## config.mk

```make
export PLATFORM = sky130hd
export DESIGN_NAME = cfg_word_router
export DESIGN_NICKNAME = d
export VERILOG_FILES = /design/src/rtl/crd_pkg.sv /design/src/rtl/crd_decode.sv /design/src/rtl/crd_fanout.sv /design/src/rtl/crd_status.sv /design/src/rtl/cfg_word_router.sv
export SDC_FILE = /design/constraint.sdc
export NUM_CORES = 1
export LEC_CHECK = 0
export ABC_AREA = 1
export BUFFER_PORTS_ARGS = -buffer_cell sky130_fd_sc_hd__clkbuf_2
export CAP_MARGIN = 5
export CORE_MARGIN = 8
export CORE_UTILIZATION = 37
export CTS_CLUSTER_SIZE = 20
export DETAILED_ROUTE_END_ITERATION = 12
export GPL_TIMING_DRIVEN = 0
export PLACE_DENSITY = 0.65
export SKIP_LAST_GASP = 1
export SYNTH_ARGS = -nofsm -noshare
export SYNTH_HDL_FRONTEND = slang
export SYNTH_HIERARCHICAL = 1
export SYNTH_SLANG_ARGS = --single-unit
```

## constraint.sdc

```tcl
create_clock -name clk -period 2.81 [get_ports clk]
set_clock_uncertainty 0.2 [all_clocks]
set_input_delay 0 -clock clk [delete_from_list [all_inputs] [get_ports clk]]
set_output_delay 0 -clock clk [all_outputs]
set_load 0.1 [all_outputs]
```

## src/rtl/crd_pkg.sv

```systemverilog
`timescale 1ns/1ps
package crd_pkg;
  localparam int WORD_W = 64;
  localparam int OP_W   = 4;
  localparam int ID_W   = 4;
  localparam int ADDR_W = 16;
  localparam int DATA_W = 32;
  localparam int PAD_W  = WORD_W - OP_W - ID_W - ADDR_W - DATA_W;

  localparam logic [OP_W-1:0] OPC_WRITE = 4'd1;
  localparam logic [OP_W-1:0] OPC_READ  = 4'd2;
  localparam logic [OP_W-1:0] OPC_EOB   = 4'd3;

  typedef struct packed {
    logic [OP_W-1:0]   op;
    logic [ID_W-1:0]   sid;
    logic [ADDR_W-1:0] addr;
    logic [PAD_W-1:0]  pad;
    logic [DATA_W-1:0] data;
  } cmd_t;

  typedef enum logic [2:0] {K_NONE, K_WR, K_RD, K_EOB, K_BAD} kind_e;
endpackage

```

## src/rtl/crd_decode.sv

```systemverilog
`timescale 1ns/1ps
module crd_decode
  import crd_pkg::*;
#(
  parameter int NUM_SUB = 4,
  localparam int IDX_W = (NUM_SUB > 1) ? $clog2(NUM_SUB) : 1
) (
  input  cmd_t              cmd,
  input  logic              valid,
  output kind_e             kind,
  output logic [IDX_W-1:0]  idx
);
  logic sid_ok;

  always_comb begin
    sid_ok = (int'(cmd.sid) < NUM_SUB);
    idx    = cmd.sid[IDX_W-1:0];
    if (!valid) begin
      kind = K_NONE;
    end else begin
      unique case (cmd.op)
        OPC_WRITE: kind = sid_ok ? K_WR : K_BAD;
        OPC_READ:  kind = sid_ok ? K_RD : K_BAD;
        OPC_EOB:   kind = K_EOB;
        default:   kind = K_BAD;
      endcase
    end
  end
endmodule

```

## src/rtl/crd_fanout.sv

```systemverilog
`timescale 1ns/1ps
module crd_fanout
  import crd_pkg::*;
#(
  parameter int NUM_SUB = 4,
  localparam int IDX_W = (NUM_SUB > 1) ? $clog2(NUM_SUB) : 1
) (
  input  logic                clk,
  input  logic                rst,
  input  logic                issue_wr,
  input  logic                issue_rd,
  input  logic [IDX_W-1:0]    idx,
  input  logic [ADDR_W-1:0]   addr_in,
  input  logic [DATA_W-1:0]   data_in,
  output logic [NUM_SUB-1:0]  wr_en,
  output logic [NUM_SUB-1:0]  rd_en,
  output logic [ADDR_W-1:0]   addr,
  output logic [DATA_W-1:0]   wdata,
  output logic                cap_now,
  output logic [IDX_W-1:0]    cap_idx,
  output logic                busy_wr,
  output logic                busy_rd
);
  for (genvar s = 0; s < NUM_SUB; s++) begin : g_lane
    always_ff @(posedge clk) begin
      if (rst) begin
        wr_en[s] <= 1'b0;
        rd_en[s] <= 1'b0;
      end else begin
        wr_en[s] <= issue_wr && (idx == IDX_W'(s));
        rd_en[s] <= issue_rd && (idx == IDX_W'(s));
      end
    end
  end

  always_ff @(posedge clk) begin
    if (rst) begin
      addr    <= '0;
      wdata   <= '0;
      cap_now <= 1'b0;
      cap_idx <= '0;
    end else begin
      if (issue_wr || issue_rd) begin
        addr  <= addr_in;
        wdata <= data_in;
      end
      if (issue_rd) cap_idx <= idx;
      cap_now <= |rd_en;
    end
  end

  assign busy_wr = |wr_en;
  assign busy_rd = (|rd_en) || cap_now;

  AST_WR_ONEHOT: assert property (@(posedge clk) disable iff (rst)
    $onehot0(wr_en));
  AST_WR_ONE_CYCLE: assert property (@(posedge clk) disable iff (rst)
    (|wr_en) && !issue_wr |=> !(|wr_en));
  AST_RD_THEN_CAP: assert property (@(posedge clk) disable iff (rst)
    (|rd_en) |=> cap_now);
endmodule

```

## src/rtl/crd_status.sv

```systemverilog
`timescale 1ns/1ps
module crd_status
  import crd_pkg::*;
#(
  parameter int NUM_SUB = 4,
  parameter int SEQ_W   = 8,
  localparam int IDX_W = (NUM_SUB > 1) ? $clog2(NUM_SUB) : 1
) (
  input  logic                       clk,
  input  logic                       rst,
  input  logic                       cap_now,
  input  logic [IDX_W-1:0]           cap_idx,
  input  logic [NUM_SUB*DATA_W-1:0]  sub_rdata,
  input  logic                       ack_rb,
  input  logic                       eob_pop,
  input  logic                       ack_done,
  input  logic                       bad_pop,
  input  logic                       clr_err,
  output logic [DATA_W-1:0]          rb_data,
  output logic                       rb_valid,
  output logic                       done,
  output logic [SEQ_W-1:0]           seq,
  output logic                       err
);
  logic rst_q;

  always_ff @(posedge clk) begin
    rst_q <= rst;
    if (rst) begin
      rb_data  <= '0;
      rb_valid <= 1'b0;
      done     <= 1'b0;
      seq      <= '0;
      err      <= 1'b0;
    end else begin
      if (cap_now) begin
        rb_data  <= sub_rdata[cap_idx*DATA_W +: DATA_W];
        rb_valid <= 1'b1;
      end else if (ack_rb) begin
        rb_valid <= 1'b0;
      end
      if (eob_pop) begin
        done <= 1'b1;
        seq  <= seq + 1'b1;
      end else if (ack_done) begin
        done <= 1'b0;
      end
      if (bad_pop)      err <= 1'b1;
      else if (clr_err) err <= 1'b0;
    end
  end

  always_ff @(posedge clk) begin
    if (rst_q) begin
      AST_RST_CLEAR: assert (!rb_valid && !done && !err && seq == '0);
    end
  end

  AST_RB_HOLD: assert property (@(posedge clk) disable iff (rst)
    rb_valid && !ack_rb |=> rb_valid);
  AST_CAP_WINS: assert property (@(posedge clk) disable iff (rst)
    cap_now && ack_rb |=> rb_valid);
  AST_SEQ_STEP: assert property (@(posedge clk) disable iff (rst)
    eob_pop |=> done && (seq == $past(seq) + 1'b1));
  AST_ERR_STICKY: assert property (@(posedge clk) disable iff (rst)
    err && !clr_err |=> err);
endmodule

```

## src/rtl/cfg_word_router.sv

```systemverilog
`timescale 1ns/1ps
module cfg_word_router
  import crd_pkg::*;
#(
  parameter int NUM_SUB = 4,
  parameter int SEQ_W   = 8,
  localparam int IDX_W  = (NUM_SUB > 1) ? $clog2(NUM_SUB) : 1,
  localparam int RD_W   = NUM_SUB * 32
) (
  input  logic                clk,
  input  logic                rst,
  input  logic                fifo_valid,
  input  logic [63:0]         fifo_data,
  output logic                fifo_ready,
  input  logic [NUM_SUB-1:0]  sub_ready,
  output logic [NUM_SUB-1:0]  sub_wr_en,
  output logic [NUM_SUB-1:0]  sub_rd_en,
  output logic [15:0]         sub_addr,
  output logic [31:0]         sub_wdata,
  input  logic [RD_W-1:0]     sub_rdata,
  input  logic                host_ack_rb,
  input  logic                host_ack_done,
  input  logic                host_clr_err,
  output logic [31:0]         rb_data,
  output logic                rb_valid,
  output logic                batch_done,
  output logic [SEQ_W-1:0]    batch_seq,
  output logic                err_flag
);
  cmd_t             head;
  kind_e            kind;
  logic [IDX_W-1:0] idx;
  logic             busy_wr, busy_rd, cap_now, pop;
  logic [IDX_W-1:0] cap_idx;

  assign head = cmd_t'(fifo_data);

  crd_decode #(.NUM_SUB(NUM_SUB)) u_dec (
    .cmd(head), .valid(fifo_valid), .kind(kind), .idx(idx)
  );

  // Strict in-order issue: nothing leaves the FIFO while a read is in flight.
  always_comb begin
    pop = 1'b0;
    if (!rst && !busy_rd) begin
      unique case (kind)
        K_WR, K_RD: pop = sub_ready[idx];
        K_EOB:      pop = !busy_wr;
        K_BAD:      pop = 1'b1;
        default:    pop = 1'b0;
      endcase
    end
  end
  assign fifo_ready = pop;

  crd_fanout #(.NUM_SUB(NUM_SUB)) u_fan (
    .clk(clk), .rst(rst),
    .issue_wr(pop && kind == K_WR), .issue_rd(pop && kind == K_RD),
    .idx(idx), .addr_in(head.addr), .data_in(head.data),
    .wr_en(sub_wr_en), .rd_en(sub_rd_en), .addr(sub_addr), .wdata(sub_wdata),
    .cap_now(cap_now), .cap_idx(cap_idx), .busy_wr(busy_wr), .busy_rd(busy_rd)
  );

  crd_status #(.NUM_SUB(NUM_SUB), .SEQ_W(SEQ_W)) u_stat (
    .clk(clk), .rst(rst), .cap_now(cap_now), .cap_idx(cap_idx),
    .sub_rdata(sub_rdata), .ack_rb(host_ack_rb),
    .eob_pop(pop && kind == K_EOB), .ack_done(host_ack_done),
    .bad_pop(pop && kind == K_BAD), .clr_err(host_clr_err),
    .rb_data(rb_data), .rb_valid(rb_valid), .done(batch_done),
    .seq(batch_seq), .err(err_flag)
  );

  AST_POP_VALID: assert property (@(posedge clk) disable iff (rst)
    fifo_ready |-> fifo_valid);
  AST_EOB_QUIET: assert property (@(posedge clk) disable iff (rst)
    fifo_ready && kind == K_EOB |-> !(|sub_wr_en));
  AST_BAD_NO_STROBE: assert property (@(posedge clk) disable iff (rst)
    fifo_ready && kind == K_BAD |=> !(|sub_wr_en) && !(|sub_rd_en));

  for (genvar s = 0; s < NUM_SUB; s++) begin : g_chk
    AST_STROBE_READY: assert property (@(posedge clk) disable iff (rst)
      (sub_wr_en[s] || sub_rd_en[s]) |-> $past(sub_ready[s]));
  end
endmodule

```

==> results of run 1 <==
## worst min-delay path by stage
stage | end | from | slack (ps) | depth (start not counted)
6_report | u_stat/seq[0]$_SDFFE_PP0P_ | fifo_data[60] | 50 | 6
5_1_grt | u_stat/seq[0]$_SDFFE_PP0P_ | fifo_data[60] | 140 | 6
4_1_cts | u_stat/seq[0]$_SDFFE_PP0P_ | fifo_data[60] | 30 | 6
3_5_place_dp | u_fan/cap_now$_SDFF_PP0_ | rst | 30 | 2
3_3_place_gp | u_fan/wdata[5]$_SDFFE_PP0P_ | fifo_data[5] | 20 | 3
2_1_floorplan | u_fan/cap_now$_SDFF_PP0_ | rst | -130 | 1
## synth_stat cells, types with 2 or more instances
master	count	share of area [%]
a21oi_1	9	0.80
buf_2	23	2.0
buf_4	8	1.1
buf_6	3	0.60
buf_8	3	0.80
clkbuf_1	10	0.67
dfxtp_1	102	36
inv_1	167	11
nand2_1	257	17
nand3_1	71	6.3
nand3b_1	2	0.27
nor2_1	257	17
nor2_2	9	1.0
nor3_1	2	0.18
o21ai_0	6	0.53
or2_0	27	3.0
or2_1	2	0.22
or2_2	4	0.44
## per-stage QoR
stage               std cells  setup WS [ps]  cell area [sq um]  power (W)
finish                   1612          153.7               9135   0.003172
global route             1612          5.120               9135   0.003304
CTS                      1612          150.8               9135   0.003210
detailed placement       1447          342.5               7336   0.001805
global placement         1447          355.7               7336   0.001803
floorplan                 968          479.3               5644   0.001643
## critical path, stage by stage (launching register included)
cell	delay (ps)
dfxtp_1	330
inv_2	160
clkbuf_1	370
or2_0	200
nand2_1	60
dlygate4sd3_1	560
nand3_1	70
dlygate4sd3_1	560
nand2_1	50
inv_1	40
## flip-flops by register name (all words and copies together) (netlist names)
signal and count:
u_stat/rb_data 32, u_stat/err 1, u_fan/cap_now 1, u_stat/rb_valid 1, u_fan/wdata 32, u_stat/done 1
u_fan/wr_en 4, u_fan/rd_en 4, u_fan/addr 16, u_fan/cap_idx 2, u_stat/seq 8
## per-layer routing
| layer | wire [microns] | GRT usage (%) | share of wire, % | up-vias |
|---|---|---|---|---|
| li1 | - | - | - | 3705 |
| met1 | 8667 | 23.07 | 40 | 3112 |
| met2 | 10200 | 37.65 | 47 | 285 |
| met3 | 1952 | 6.703 | 9.1 | 46 |
| met4 | 728 | 9.879 | 3.4 | 0 |
| met5 | 0 | 0 | 0 | - |
## power groups by stage
| stage | Combinational [W] | Sequential (W) | Clock (W) |
|---|---|---|---|
| 6_report | 0.000454 | 0.00145 | 0.00127 |
| 5_1_grt | 0.000495 | 0.00145 | 0.00136 |
| 4_1_cts | 0.000447 | 0.00145 | 0.00131 |
| 3_5_place_dp | 0.000319 | 0.00149 | 0 |
| 3_3_place_gp | 0.000318 | 0.00149 | 0 |
| 2_1_floorplan | 0.000121 | 0.00152 | 0 |
## logic make-up (layout without fill, tap and decap cells)
kind of cell	Yosys count	count (layout)
flops	102	102
buf+inv	217	673
compound gates	15	15
simple gates	633	633
fa+ha+maj	1	1
## area by class of cell
class	count	share of cell area, %
inverter	169	6.944
clock inverter	4	0.6027
buffer	48	3.232
timing repair buffer	441	32.38
multi-input combinational	649	29.26
tap	188	2.575
clock buffer	11	2.657
sequential	102	22.35
==> key figures, run 1 <==
Placement
  • HPWL Detailed: 15670 microns
  • Buffers on Ports: 291
  • GPL Wtd Cong: 0.8747

Critical path
  • Crit-path max FO: 10
  • Crit Reg-Reg Startpoint: u_fan/cap_idx[0]$_SDFFE_PP0P_
  • Critical path origin: u_fan/cap_idx[0]$_SDFFE_PP0P_
  • Setup crit end kind: register
  • Startpoint Class: register
  • CP Data Arrival Time: 2750 ps
  • Crit Path Category: register to register
  • Reg2Reg Setup Slack: about 150 ps
  • FF-to-FF End: u_stat/rb_data[18]$_SDFFE_PP0P_
  • CP required: 2910 ps
  • Worst Setup EP: u_stat/rb_data[18]$_SDFFE_PP0P_
  • R2r worst-path depth: 9

Floorplanning
  • Die H: 139.5 microns
  • Row cnt: 45
  • Die area: 0.01946 sq mm
  • Starting density of the core: between 30% and 40%
  • Core footprint: 0.01503 sq mm
  • I/O pin count: 302
  • Die W: 139.5 microns

Global route
  • Vias in the first global route: roughly 7000
  • Total congestion overflow: 0
  • First-pass GRT wire length: 34540 microns
  • Largest net degree at the start of global routing: 17
  • Total track usage: 21.41%
  • Antenna violations before repair: 0

Cells and area
  • Ant diodes: 0
  • Commonest non-fill, non-tap cells in the layout: 291 x clkbuf_2, 257 x nand2_1, 257 x nor2_1
  • NumNets Final: roughly 1600
  • Register Area: 0.002042 sq mm
  • Commonest non-fill, non-tap cell in the layout: clkbuf_2
  • Fillers: 1412
  • Synth-to-Final Area Change: 61.85%
  • Share of cells above drive strength 1: about 25%
  • Multi-input gate area: 0.002673 sq mm
  • Post-route core utilization: around three fifths

Power and ir drop
  • Peak supply drop: around 0.00026 V
  • PD cells: 347.2 mW/mm^2
  • Internal power: 0.002412 W
  • Psw: 0.0007596 W
  • Static Leakage: between 5 and 6 nW
  • Clock share of power: between 30% and 40%
  • Switching share of power: 23.95%
  • Flop pwr share: 45.8%
  • Combinational Power Share: 14.3%

STA
  • Tightest hold margin: about 54 ps
  • Worst slew pin tran: approximately 600 ps
  • Final Max Slew Viols: 0
  • Fin crit period: 2656 ps
  • # setup viols final: 0
  • Fin crit share: around 95%
  • Max Clk Rate: 376.5 MHz
  • Final-report hold violation count: 0
  • Slew headroom: 59.80%
  • RSZ-0062 raised after global routing: false
  • Final TNS setup: 0 ps

Yosys
  • Synth Instances: 968
  • Number of synthesized flops with an enable pin: 0
  • Synth Area in Compound Gates: 1.330%
  • YS warnings: 6
  • Flops & latches, synth: 102
  • Seq/Total Area, Yosys: 36.18%
  • Simple-gate share of the synthesized area: approximately 46%
  • Synth Area per Inst: 5.831 sq um
  • Area share of fa/ha/maj cells after synthesis: less than 1%
  • Ys flop type: dfxtp_1
  • Mapped cell area: 0.005644 sq mm
  • Multiplexer share of the synthesized area: 0%
  • Synth cell types: 24
  • Synth Net Count: 1171
  • Largest family of logic cells by synthesized area: simple AND/OR/NAND/NOR gates
  • Xor/xnor share of the synthesized area: 0%
  • Ys async rst share: 0%

Route
  • Post-route ant nets: 0
  • DR iter-0 viols: 344
  • Avg WL per Cell: 13.36 microns
  • Detailed Route WL: 21540 microns
  • Via count: 7148
  • Pre-antenna DRT Iters: 5
  • Via density: 4.434
  • DRC violations left: 0

Clock network
  • Worst-skew pair later-pin latency: 350 ps
  • Postcts setup bufs: 0
  • Clock sinks: 102
  • Clk slew on worst S/H paths: 70 ps
  • H-tree levels: 3
  • Post-CTS Hold Buffers: 150
  • Total CTS buffers: 9
  • CTS tree: built
  • Root Buffer: clkbuf_16
  • CTS Buffer Depth: 2
  • Cts repair resizes: 0

Status
  • Status: complete, no violations

Worst hold path
  • Worst Hold Class: input pin to register

Flow run
  • Max-Cap Viols: 0
Note: power is estimated with default switching activity, not from simulation.
==> run 2, diff against run 1 <==
--- a/config.mk
+++ b/config.mk
@@ -13,9 +13,8 @@
 export CTS_CLUSTER_SIZE = 20
 export DETAILED_ROUTE_END_ITERATION = 12
 export GPL_TIMING_DRIVEN = 0
-export PLACE_DENSITY = 0.65
+export PLACE_DENSITY = 0.67
 export SKIP_LAST_GASP = 1
 export SYNTH_ARGS = -nofsm -noshare
 export SYNTH_HDL_FRONTEND = slang
-export SYNTH_HIERARCHICAL = 1
 export SYNTH_SLANG_ARGS = --single-unit
==> run 2 against run 1 <==
- routed wire length is 2.4% lower
- largest cell class unchanged
- total power is 4.9% higher
- highest routed layer unchanged
- hold slack better by 7.0 ps
- flip-flop and latch count stayed put
- first-iteration DRC count is 14% lower
- register-to-register slack better by 40 ps
- critical path type unchanged
- maximum frequency is 1.5% higher
- final cell count is 12% lower
==> key figures, run 2 <==
Yosys
  • Ys async rst share: 0% (unchanged)
  • Synth Area per Inst: 6.267 sq um (+7.5%)
  • Mapped cell area: 0.005064 sq mm (-10%)
  • Yosys top cell area share: 40.33% (+4.1 points)
  • Ys flop type: dfxtp_1
  • Number of synthesized flops with an enable pin: 0 (unchanged)
  • Synth cell types: 24 (unchanged)
  • Top post-synthesis cells by area: dfxtp_1 40%, nor2_1 19%, o21ai_0 9.5%
  • Seq/Total Area, Yosys: 40.33% (+4.1 points)
  • Synth Instances: 808 (-17%)
  • Synth Net Count: 1011 (-14%)
  • Area leader, netlist: dfxtp_1
  • Most instantiated library cell after synthesis: nor2_1
  • Synth top cells by count: 251 x nor2_1, 124 x nand2_1, 102 x dfxtp_1
  • YS warnings: 0 (-6)
  • Flops & latches, synth: 102 (unchanged)

Critical path
  • Cells along the critical path: inv_1 > clkbuf_1 > clkbuf_1 > nor2_1 > o22ai_1 > dlygate4sd3_1 > o21ai_0 > inv_1
  • Startpoint Class: register
  • Crit Path Category: register to register
  • Setup crit end kind: register
  • CP Data Arrival Time: 2700 ps (-50 ps)
  • Slowest cell on crit path: dlygate4sd3_1
  • CP max stage delay: 580 ps (+20 ps)
  • Critical path's top delay family: buffers and inverters
  • CP required: 2900 ps (about the same)
  • Reg2Reg Setup Slack: 190 ps (+40 ps)
  • Crit path buf inv count: 5 (unchanged)
  • Crit-path max FO: 11 (+1)

Cells and area
  • Post-route core utilization: 63.13% (+2.4 points)
  • Commonest non-fill, non-tap cells in the layout: 292 x clkbuf_2, 251 x nor2_1, 130 x dlygate4sd3_1
  • Share of cells above drive strength 1: 26.27% (+1.2 points)
  • NumNets Final: 1443 (-11%)
  • Top flop regs: u_fan.wdata: 32 flops, u_stat.rb_data: 32 flops, u_fan.addr: 16 flops
  • Synth-to-Final Area Change: 65.75%
  • Commonest non-fill, non-tap cell in the layout: clkbuf_2

Placement
  • HPWL Detailed: 15340 microns (-2.1%)
  • Buffers on Ports: 292 (+0.34%)
  • GPL Wtd Cong: 0.8814 (+0.77%)

Route
  • Via count: 6558 (-8.3%)
  • Post-route ant nets: 0 (unchanged)
  • Pre-antenna DRT Iters: 5 (unchanged)
  • Via density: 4.612 (+4.0%)
  • DRC violations left: 0 (unchanged)
  • DR iter-0 viols: 296 (-14%)
  • Avg WL per Cell: 14.79 microns (+11%)
  • Detailed Route WL: 21030 microns (-2.4%)

Clock network
  • Clock sinks: 102 (unchanged)
  • Root Buffer: clkbuf_16
  • Postcts setup bufs: 0 (unchanged)
  • CTS tree: built
  • Total CTS buffers: 9 (unchanged)
  • Worst-skew pair later-pin latency: 340 ps (about the same)
  • CTS Buffer Depth: 2 (unchanged)
  • Clk slew on worst S/H paths: 70 ps (about the same)
  • H-tree levels: 3 (unchanged)

STA
  • RSZ-0062 raised after global routing: false
  • Final-report hold violation count: 0 (unchanged)
  • Max Clk Rate: 382.3 MHz (+1.5%)
  • Final TNS setup: 0 ps (unchanged)
  • Worst slew pin tran: 613.2 ps (+7.615 ps)
  • # setup viols final: 0 (unchanged)
  • Slew headroom: 59.29% (-0.51 points)
  • Fin crit period: 2616 ps (-40.45 ps)
  • Fin crit share: 93.09% (-1.4 points)
  • Final Max Slew Viols: 0 (unchanged)

Floorplanning
  • I/O pin count: 302 (unchanged)
  • Die area: 0.01769 sq mm (-9.1%)
  • Die H: 133.0 microns (-4.7%)
  • Starting density of the core: 38.09% (+0.54 points)
  • Row cnt: 42 (-6.7%)
  • Core footprint: 0.01330 sq mm (-12%)
  • Die W: 133.0 microns (-4.7%)

Status
  • Status: complete, no violations

Worst hold path
  • Worst Hold Class: input pin to register

Power and ir drop
  • Peak supply drop: 0.0002529 V (-1.9%)
  • PD cells: 396.5 mW/mm^2 (+14%)
  • Total power: 0.003328 W (+4.9%)
  • Static Leakage: 4.612 nW (-11%)

Global route
  • Total congestion overflow: 0 (unchanged)
  • Largest net degree at the start of global routing: 16 (-1)
  • Vias in the first global route: 6729 (-6.7%)
  • Total track usage: 23.38% (+2.0 points)
  • Antenna violations before repair: 1 (+1)
  • First-pass GRT wire length: 33860 microns (-2.0%)

Flow run
  • Max-Cap Viols: 0 (unchanged)
-- run 2: changes by cell type in the layout (fill, tap and decap cells not counted), moves of 4 or more --
cell / change
nand4_1: +8
dlygate4sd3_1: -20
or2_2: -4
buf_4: -8
o22ai_1: +32
nor2_1: -6
inv_1: -68
nor2_2: -9
o21ai_0: +90
or2_0: -27
clkbuf_1: +26
buf_2: -16
nand2_1: -133
nand3_1: -54
-- run 2: worst register-to-register path: stages (launching register included) --
cell           delay [ps]
dfxtp_2               390
inv_1                  90
clkbuf_1              370
clkbuf_1              500
nor2_1                 90
o22ai_1               200
dlygate4sd3_1         580
o21ai_0                80
inv_1                  70
-- run 2: logic make-up after synthesis --
kind of cell / synth area share [%]
and+or+nand+nor: 31.33
buffers and inverters: 12.11
AOI/OAI and AO/OA: 14.95
DFF: 40.33
xor gates and xnor gates: 1.038
adders and majority gates: 0.2471
-- run 2: power by group --
part,internal (W),switching (W)
Combinational,0.000253,0.000224
Sequential,0.00145,0.00000432
Clock,0.000853,0.000541
Total,0.00256,0.000769
-- run 2: repair_timing --
item	in CTS	in global routing
resized for setup	0	1
endpoints found under the setup margin	0	26
endpoints found under the hold margin	99	0
hold buffers	130	0
-- run 2: path summary, 6_finish.rpt --
check | start | to | depth (start not counted)
setup reg to reg | u_fan.cap_idx[0]$_SDFFE_PP0P_ | u_stat.rb_data[24]$_SDFFE_PP0P_ | 8
hold / removal | fifo_valid | u_fan.wr_en[2]$_SDFF_PP0_ | 7
hold reg to reg | u_stat.rb_valid$_SDFFE_PP0P_ | u_stat.rb_valid$_SDFFE_PP0P_ | 2
setup / recovery | u_fan.cap_idx[0]$_SDFFE_PP0P_ | u_stat.rb_data[24]$_SDFFE_PP0P_ | 8
-- run 2: cell type report --
class	instances	area, sq um
sequential	102	2043
multi-input combinational	555	2420
antenna	1	2.502
clock buffer	13	270.3
timing repair buffer	422	2763
inverter	101	379.1
fill	1197	4902
buffer	49	230.2
clock inverter	3	65.06
tap	176	220.2
-- run 2: stage by stage --
stage          cell area, sq um  std cells  setup slack (ps)  hold WS (ps)
2_1_floorplan              5075        808             246.4        -65.08
6_report                   8393       1422             194.1         60.96
4_1_cts                    8393       1422             15.43         41.76
5_1_grt                    8393       1422             39.31         111.8
3_3_place_gp               6756       1276             438.3         21.30
3_5_place_dp               6756       1276             474.2         28.01
-- run 2: per-layer routing --
metal  wire [microns]  vias to the layer above  GRT usage [%]
li1                 -                     3367              -
met1             8446                     2882          25.76
met2            10040                      258          40.30
met3             1729                       51          6.737
met4              810                        0          11.55
met5                0                        -              0
==> run 3, diff against run 2 <==
--- a/config.mk
+++ b/config.mk
@@ -5,7 +5,6 @@
 export SDC_FILE = /design/constraint.sdc
 export NUM_CORES = 1
 export LEC_CHECK = 0
-export ABC_AREA = 1
 export BUFFER_PORTS_ARGS = -buffer_cell sky130_fd_sc_hd__clkbuf_2
 export CAP_MARGIN = 5
 export CORE_MARGIN = 8
@@ -13,7 +12,7 @@
 export CTS_CLUSTER_SIZE = 20
 export DETAILED_ROUTE_END_ITERATION = 12
 export GPL_TIMING_DRIVEN = 0
-export PLACE_DENSITY = 0.67
+export PLACE_DENSITY = 0.69
 export SKIP_LAST_GASP = 1
 export SYNTH_ARGS = -nofsm -noshare
 export SYNTH_HDL_FRONTEND = slang
==> run 3 against run 2 <==
- the run now fails in clock tree synthesis (4_1_cts)
- area after synthesis is 11% lower
- synthesized cell count is 43% lower
==> key figures, run 3 <==
Yosys
  • Yosys top cell area share: 45.55% (+5.2 points)
  • Flops & latches, synth: 102 (unchanged)
  • Mapped cell area: 0.004483 sq mm (-11%)
  • Synth Instances: 460 (-43%)
  • Area leader, netlist: dfxtp_1
  • Ys async rst share: 0% (unchanged)
  • YS warnings: 0 (unchanged)
  • Seq/Total Area, Yosys: 45.55% (+5.2 points)
  • Synth top cells by count: 102 x dfxtp_1, 100 x nand2_1, 58 x a21oi_1
  • Top post-synthesis cells by area: dfxtp_1 46%, mux4_2 17%, nand2_1 8.4%
  • Synth cell types: 33 (+38%)
  • Most instantiated library cell after synthesis: dfxtp_1
  • Ys flop type: dfxtp_1
  • Number of synthesized flops with an enable pin: 0 (unchanged)
  • Synth Area per Inst: 9.746 sq um (+56%)
  • Synth Net Count: 663 (-34%)

Floorplanning
  • I/O pin count: 302 (unchanged)
  • Row cnt: 40 (-4.8%)
  • Starting density of the core: 37.64% (-0.45 points)
  • Die W: 126.1 microns (-5.2%)
  • Die H: 126.1 microns (-5.2%)

Status
  • Fail Step: clock tree synthesis (4_1_cts)
  • Status: stopped before the end
  • Error: [ERROR RSZ-0060] Max buffer count reached.

Clock network
  • Total CTS buffers: 9 (unchanged)
  • Post-CTS Hold Buffers: 184 (+42%)
  • Postcts setup bufs: 0 (unchanged)
  • CTS Buffer Depth: 2 (unchanged)
  • Root Buffer: clkbuf_16
  • H-tree levels: 3 (unchanged)
  • Cts repair resizes: 0 (unchanged)
  • Clock sinks: 102 (unchanged)

Placement
  • GPL Wtd Cong: 0.8645 (-1.9%)
  • Setup WS pre-CTS: 142.2 ps (-332.1 ps)
  • Buffers on Ports: 291 (-0.34%)
  • HPWL Detailed: 13480 microns (-12%)
## run 3: cell types whose count changed after synthesis, moves of 7 or more
cell      change
inv_1        -96
mux2i_1      +34
buf_1         +7
nand4_1       -8
a21oi_1      +46
mux4_2       +33
o21ai_0      -90
clkbuf_1     -15
o22ai_1      -32
nand3_1      -11
nand2_1      -24
nor2_1      -208
## run 3: logic make-up after synthesis
logic type	after synthesis	synth area share [%]
DFF	102	45.55
xor gates and xnor gates	2	0.3908
muxes	67	24.17
AOI/OAI and AO/OA	71	8.652
adders and majority gates	1	0.2791
and+or+nand+nor	179	17.64
buffers and inverters	38	3.321
## run 3: through the flow
stage | cell area [sq um] | instances | hold slack (ps)
floorplan | 4484 | 460 | -122.6
global placement | 6125 | 898 | 25.03
detailed placement | 6125 | 898 | 31.81
==> run 4, diff against run 3 <==
--- a/config.mk
+++ b/config.mk
@@ -8,11 +8,10 @@
 export BUFFER_PORTS_ARGS = -buffer_cell sky130_fd_sc_hd__clkbuf_2
 export CAP_MARGIN = 5
 export CORE_MARGIN = 8
-export CORE_UTILIZATION = 37
-export CTS_CLUSTER_SIZE = 20
+export CORE_UTILIZATION = 22
 export DETAILED_ROUTE_END_ITERATION = 12
 export GPL_TIMING_DRIVEN = 0
-export PLACE_DENSITY = 0.69
+export PLACE_DENSITY_LB_ADDON = 0.15
 export SKIP_LAST_GASP = 1
 export SYNTH_ARGS = -nofsm -noshare
 export SYNTH_HDL_FRONTEND = slang
==> run 4 against run 3 <==
- the run now ends clean
- synthesized cell count is the same
- area after synthesis is the same
==> key figures, run 4 <==
Clock network
  • CTS tree: built
  • Root Buffer: clkbuf_16
  • H-tree levels: 3 (unchanged)
  • Worst-skew pair later-pin latency: 340 ps
  • Total CTS buffers: 9 (unchanged)
  • CTS Buffer Depth: 2 (unchanged)
  • Clock sinks: 102 (unchanged)
  • Clk slew on worst S/H paths: around 80 ps

Cells and area
  • Share of cells above drive strength 1: a little under two fifths
  • Top flop regs: u_fan.wdata: 32 flops, u_stat.rb_data: 32 flops, u_fan.addr: 16 flops
  • Commonest non-fill, non-tap cells in the layout: 291 x clkbuf_2, 182 x dlygate4sd3_1, 102 x dfxtp_1
  • Fin cells: 1225
  • Commonest non-fill, non-tap cell in the layout: clkbuf_2
  • NumNets Final: around 1200
  • Synth-to-Final Area Change: 89.06%

Yosys
  • Top post-synthesis cells by area: dfxtp_1 46%, mux4_2 17%, nand2_1 8.4%
  • Yosys top cell area share: 45.55% (unchanged)
  • Synth cell types: 33 (unchanged)
  • Flops & latches, synth: 102 (unchanged)
  • Synth Net Count: 663 (unchanged)
  • Area leader, netlist: dfxtp_1
  • Synth top cells by count: 102 x dfxtp_1, 100 x nand2_1, 58 x a21oi_1
  • Synth Instances: 460 (unchanged)
  • YS warnings: 0 (unchanged)
  • Mapped cell area: 0.004483 sq mm (unchanged)
  • Most instantiated library cell after synthesis: dfxtp_1
  • Ys flop type: dfxtp_1
  • Synth Area per Inst: 9.746 sq um (unchanged)
  • Number of synthesized flops with an enable pin: 0 (unchanged)
  • Seq/Total Area, Yosys: 45.55% (unchanged)
  • Ys async rst share: 0% (unchanged)

Critical path
  • Crit Path Category: register to register
  • FF-to-FF End: u_fan.wr_en[0]$_SDFF_PP0_
  • CP Data Arrival Time: 2760 ps
  • Crit Reg-Reg Startpoint: u_fan.rd_en[1]$_SDFF_PP0_
  • Startpoint Class: register
  • R2r worst-path depth: 7
  • CP required: ~2900 ps
  • Reg2Reg Setup Slack: about 140 ps
  • Setup crit end kind: register
  • Crit-path max FO: 4

Placement
  • HPWL Detailed: 13980 microns (+3.7%)
  • Setup WS pre-CTS: 29.56 ps (-112.6 ps)
  • Placed insts: 1021 (+14%)
  • Buffers on Ports: 291 (unchanged)
  • GPL Wtd Cong: 0.7382 (-15%)

Power and ir drop
  • Peak supply drop: 0.0002257 V
  • PD cells: 393.8 mW/mm^2
  • Clock share of power: between 40% and 50%
  • Switching share of power: a little under a quarter
  • Combinational Power Share: 14.9%
  • Static Leakage: 3.591 nW
  • Internal power: 0.002569 W
  • Psw: between 0.0007 and 0.0008 W
  • Total power: about 0.0033 W
  • Flop pwr share: a little over two fifths

Floorplanning
  • Starting density of the core: 22.30% (-15 points)
  • I/O pin count: 302 (unchanged)
  • Die H: 158.8 microns (+26%)
  • Row cnt: 52 (+30%)
  • Core footprint: 0.02010 sq mm
  • Die W: 158.8 microns (+26%)
  • Die area: 0.02520 sq mm

STA
  • Fin crit share: between 90% and 100%
  • Worst slew pin tran: 795.7 ps
  • Final Max Slew Viols: 0
  • Final TNS setup: 0 ps
  • RSZ-0062 raised after global routing: false
  • # setup viols final: 0
  • Final worst slack: roughly 140 ps
  • Final-report hold violation count: 0
  • Max Clk Rate: approximately 370 MHz
  • Fin crit period: 2670 ps
  • Slew headroom: a little under half

Global route
  • Total track usage: 14.83%
  • Total congestion overflow: 0
  • First-pass GRT wire length: 30530 microns
  • Vias in the first global route: 5650
  • Antenna violations before repair: 4
  • Largest net degree at the start of global routing: 18

Worst hold path
  • WHS Path Cells: 5
  • Hold_sp: fifo_data[58]
  • Hold worst-path end: u_fan.wr_en[3]$_SDFF_PP0_
  • Worst Hold Class: input pin to register

Status
  • Status: complete, no violations

Route
  • Pre-antenna DRT Iters: 4
  • DR iter-0 viols: 232
  • Via density: approximately 4.3
  • Via count: 5207
  • Post-route ant nets: 0
  • Avg WL per Cell: 15.74 microns
  • Detailed Route WL: 19280 microns
  • DRC violations left: 0

Flow run
  • Max-Cap Viols: 0
[run 4: cell counts after synthesis]
No cell type changed its count.
[run 4: kinds of logic after synthesis]
| group | after synthesis | synth area share (%) |
|---|---|---|
| buffers and inverters | 38 | 3.321 |
| and+or+nand+nor | 179 | 17.64 |
| xor gates and xnor gates | 2 | 0.3908 |
| adders and majority gates | 1 | 0.2791 |
| AOI/OAI and AO/OA | 71 | 8.652 |
| muxes | 67 | 24.17 |
| DFF | 102 | 45.55 |
[run 4: layout make-up]
cell class / instances / area, sq um
Antenna cell: 3 / 7.507
Tap cell: 270 / 337.8
Buffer: 35 / 137.6
Inverter: 3 / 11.26
Clock buffer: 10 / 239.0
Multi-Input combinational cell: 320 / 2307
Timing Repair Buffer: 476 / 3301
Clock inverter: 6 / 92.59
Fill cell: 1965 / 11630
Sequential cell: 102 / 2042
[run 4: stage by stage]
stage	cell area, sq um	util [%]	hold slack, ps
after global routing	8476	42.16	40.88
after CTS	8432	41.94	3.998
after detailed placement	6279	31.23	32.28
final	8476	42.16	9.487
after global placement	6279	31.23	30.72
after floorplan	4484	-	-122.6
[run 4: per-layer routing]
| metal | wire length (microns) | track usage [%] | part of all wire (%) |
|---|---|---|---|
| met5 | 13 | 0 | 0.067 |
| met4 | 373 | 4.935 | 1.9 |
| met3 | 1812 | 6.127 | 9.4 |
| met2 | 8871 | 24.65 | 46 |
| met1 | 8213 | 16.95 | 43 |
[run 4: power by group through the flow]
stage / combinational, W / sequential (W) / clock (W)
2_1_floorplan: 0.0000909 / 0.00152 / 0
3_3_place_gp: 0.000288 / 0.00148 / 0
3_5_place_dp: 0.000290 / 0.00148 / 0
4_1_cts: 0.000487 / 0.00145 / 0.00145
5_1_grt: 0.000532 / 0.00145 / 0.00150
6_report: 0.000496 / 0.00145 / 0.00139
[run 4: timing repair]
item,4_1_cts,5_1_grt
resized for setup,0,2
setup endpoints to repair,0,27
hold endpoints to repair,94,0
hold buffers,182,0
buffers inserted,0,3
[run 4: how the worst max path moves through the flow]
stage,startpoint,endpoint,slack (ps)
5_1_grt,u_fan.cap_idx[0]$_SDFFE_PP0P_,u_stat.rb_data[3]$_SDFFE_PP0P_,10
3_3_place_gp,u_fan.rd_en[1]$_SDFF_PP0_,u_fan.wdata[19]$_SDFFE_PP0P_,6
4_1_cts,fifo_data[62],u_fan.wr_en[0]$_SDFF_PP0_,2
2_1_floorplan,u_fan.rd_en[1]$_SDFF_PP0_,u_fan.wr_en[0]$_SDFF_PP0_,2
3_5_place_dp,u_fan.rd_en[1]$_SDFF_PP0_,u_fan.wdata[22]$_SDFFE_PP0P_,30
6_report,u_fan.rd_en[1]$_SDFF_PP0_,u_fan.wr_en[0]$_SDFF_PP0_,140
[run 4: worst max-delay path: stages, from the launching register on]
cell and delay [ps]:
dfxtp_1 320, or4_4 570, nor4b_4 350, buf_4 190, o31a_2 170, nand2_1 80
nor4_1 160, dlygate4sd3_1 570
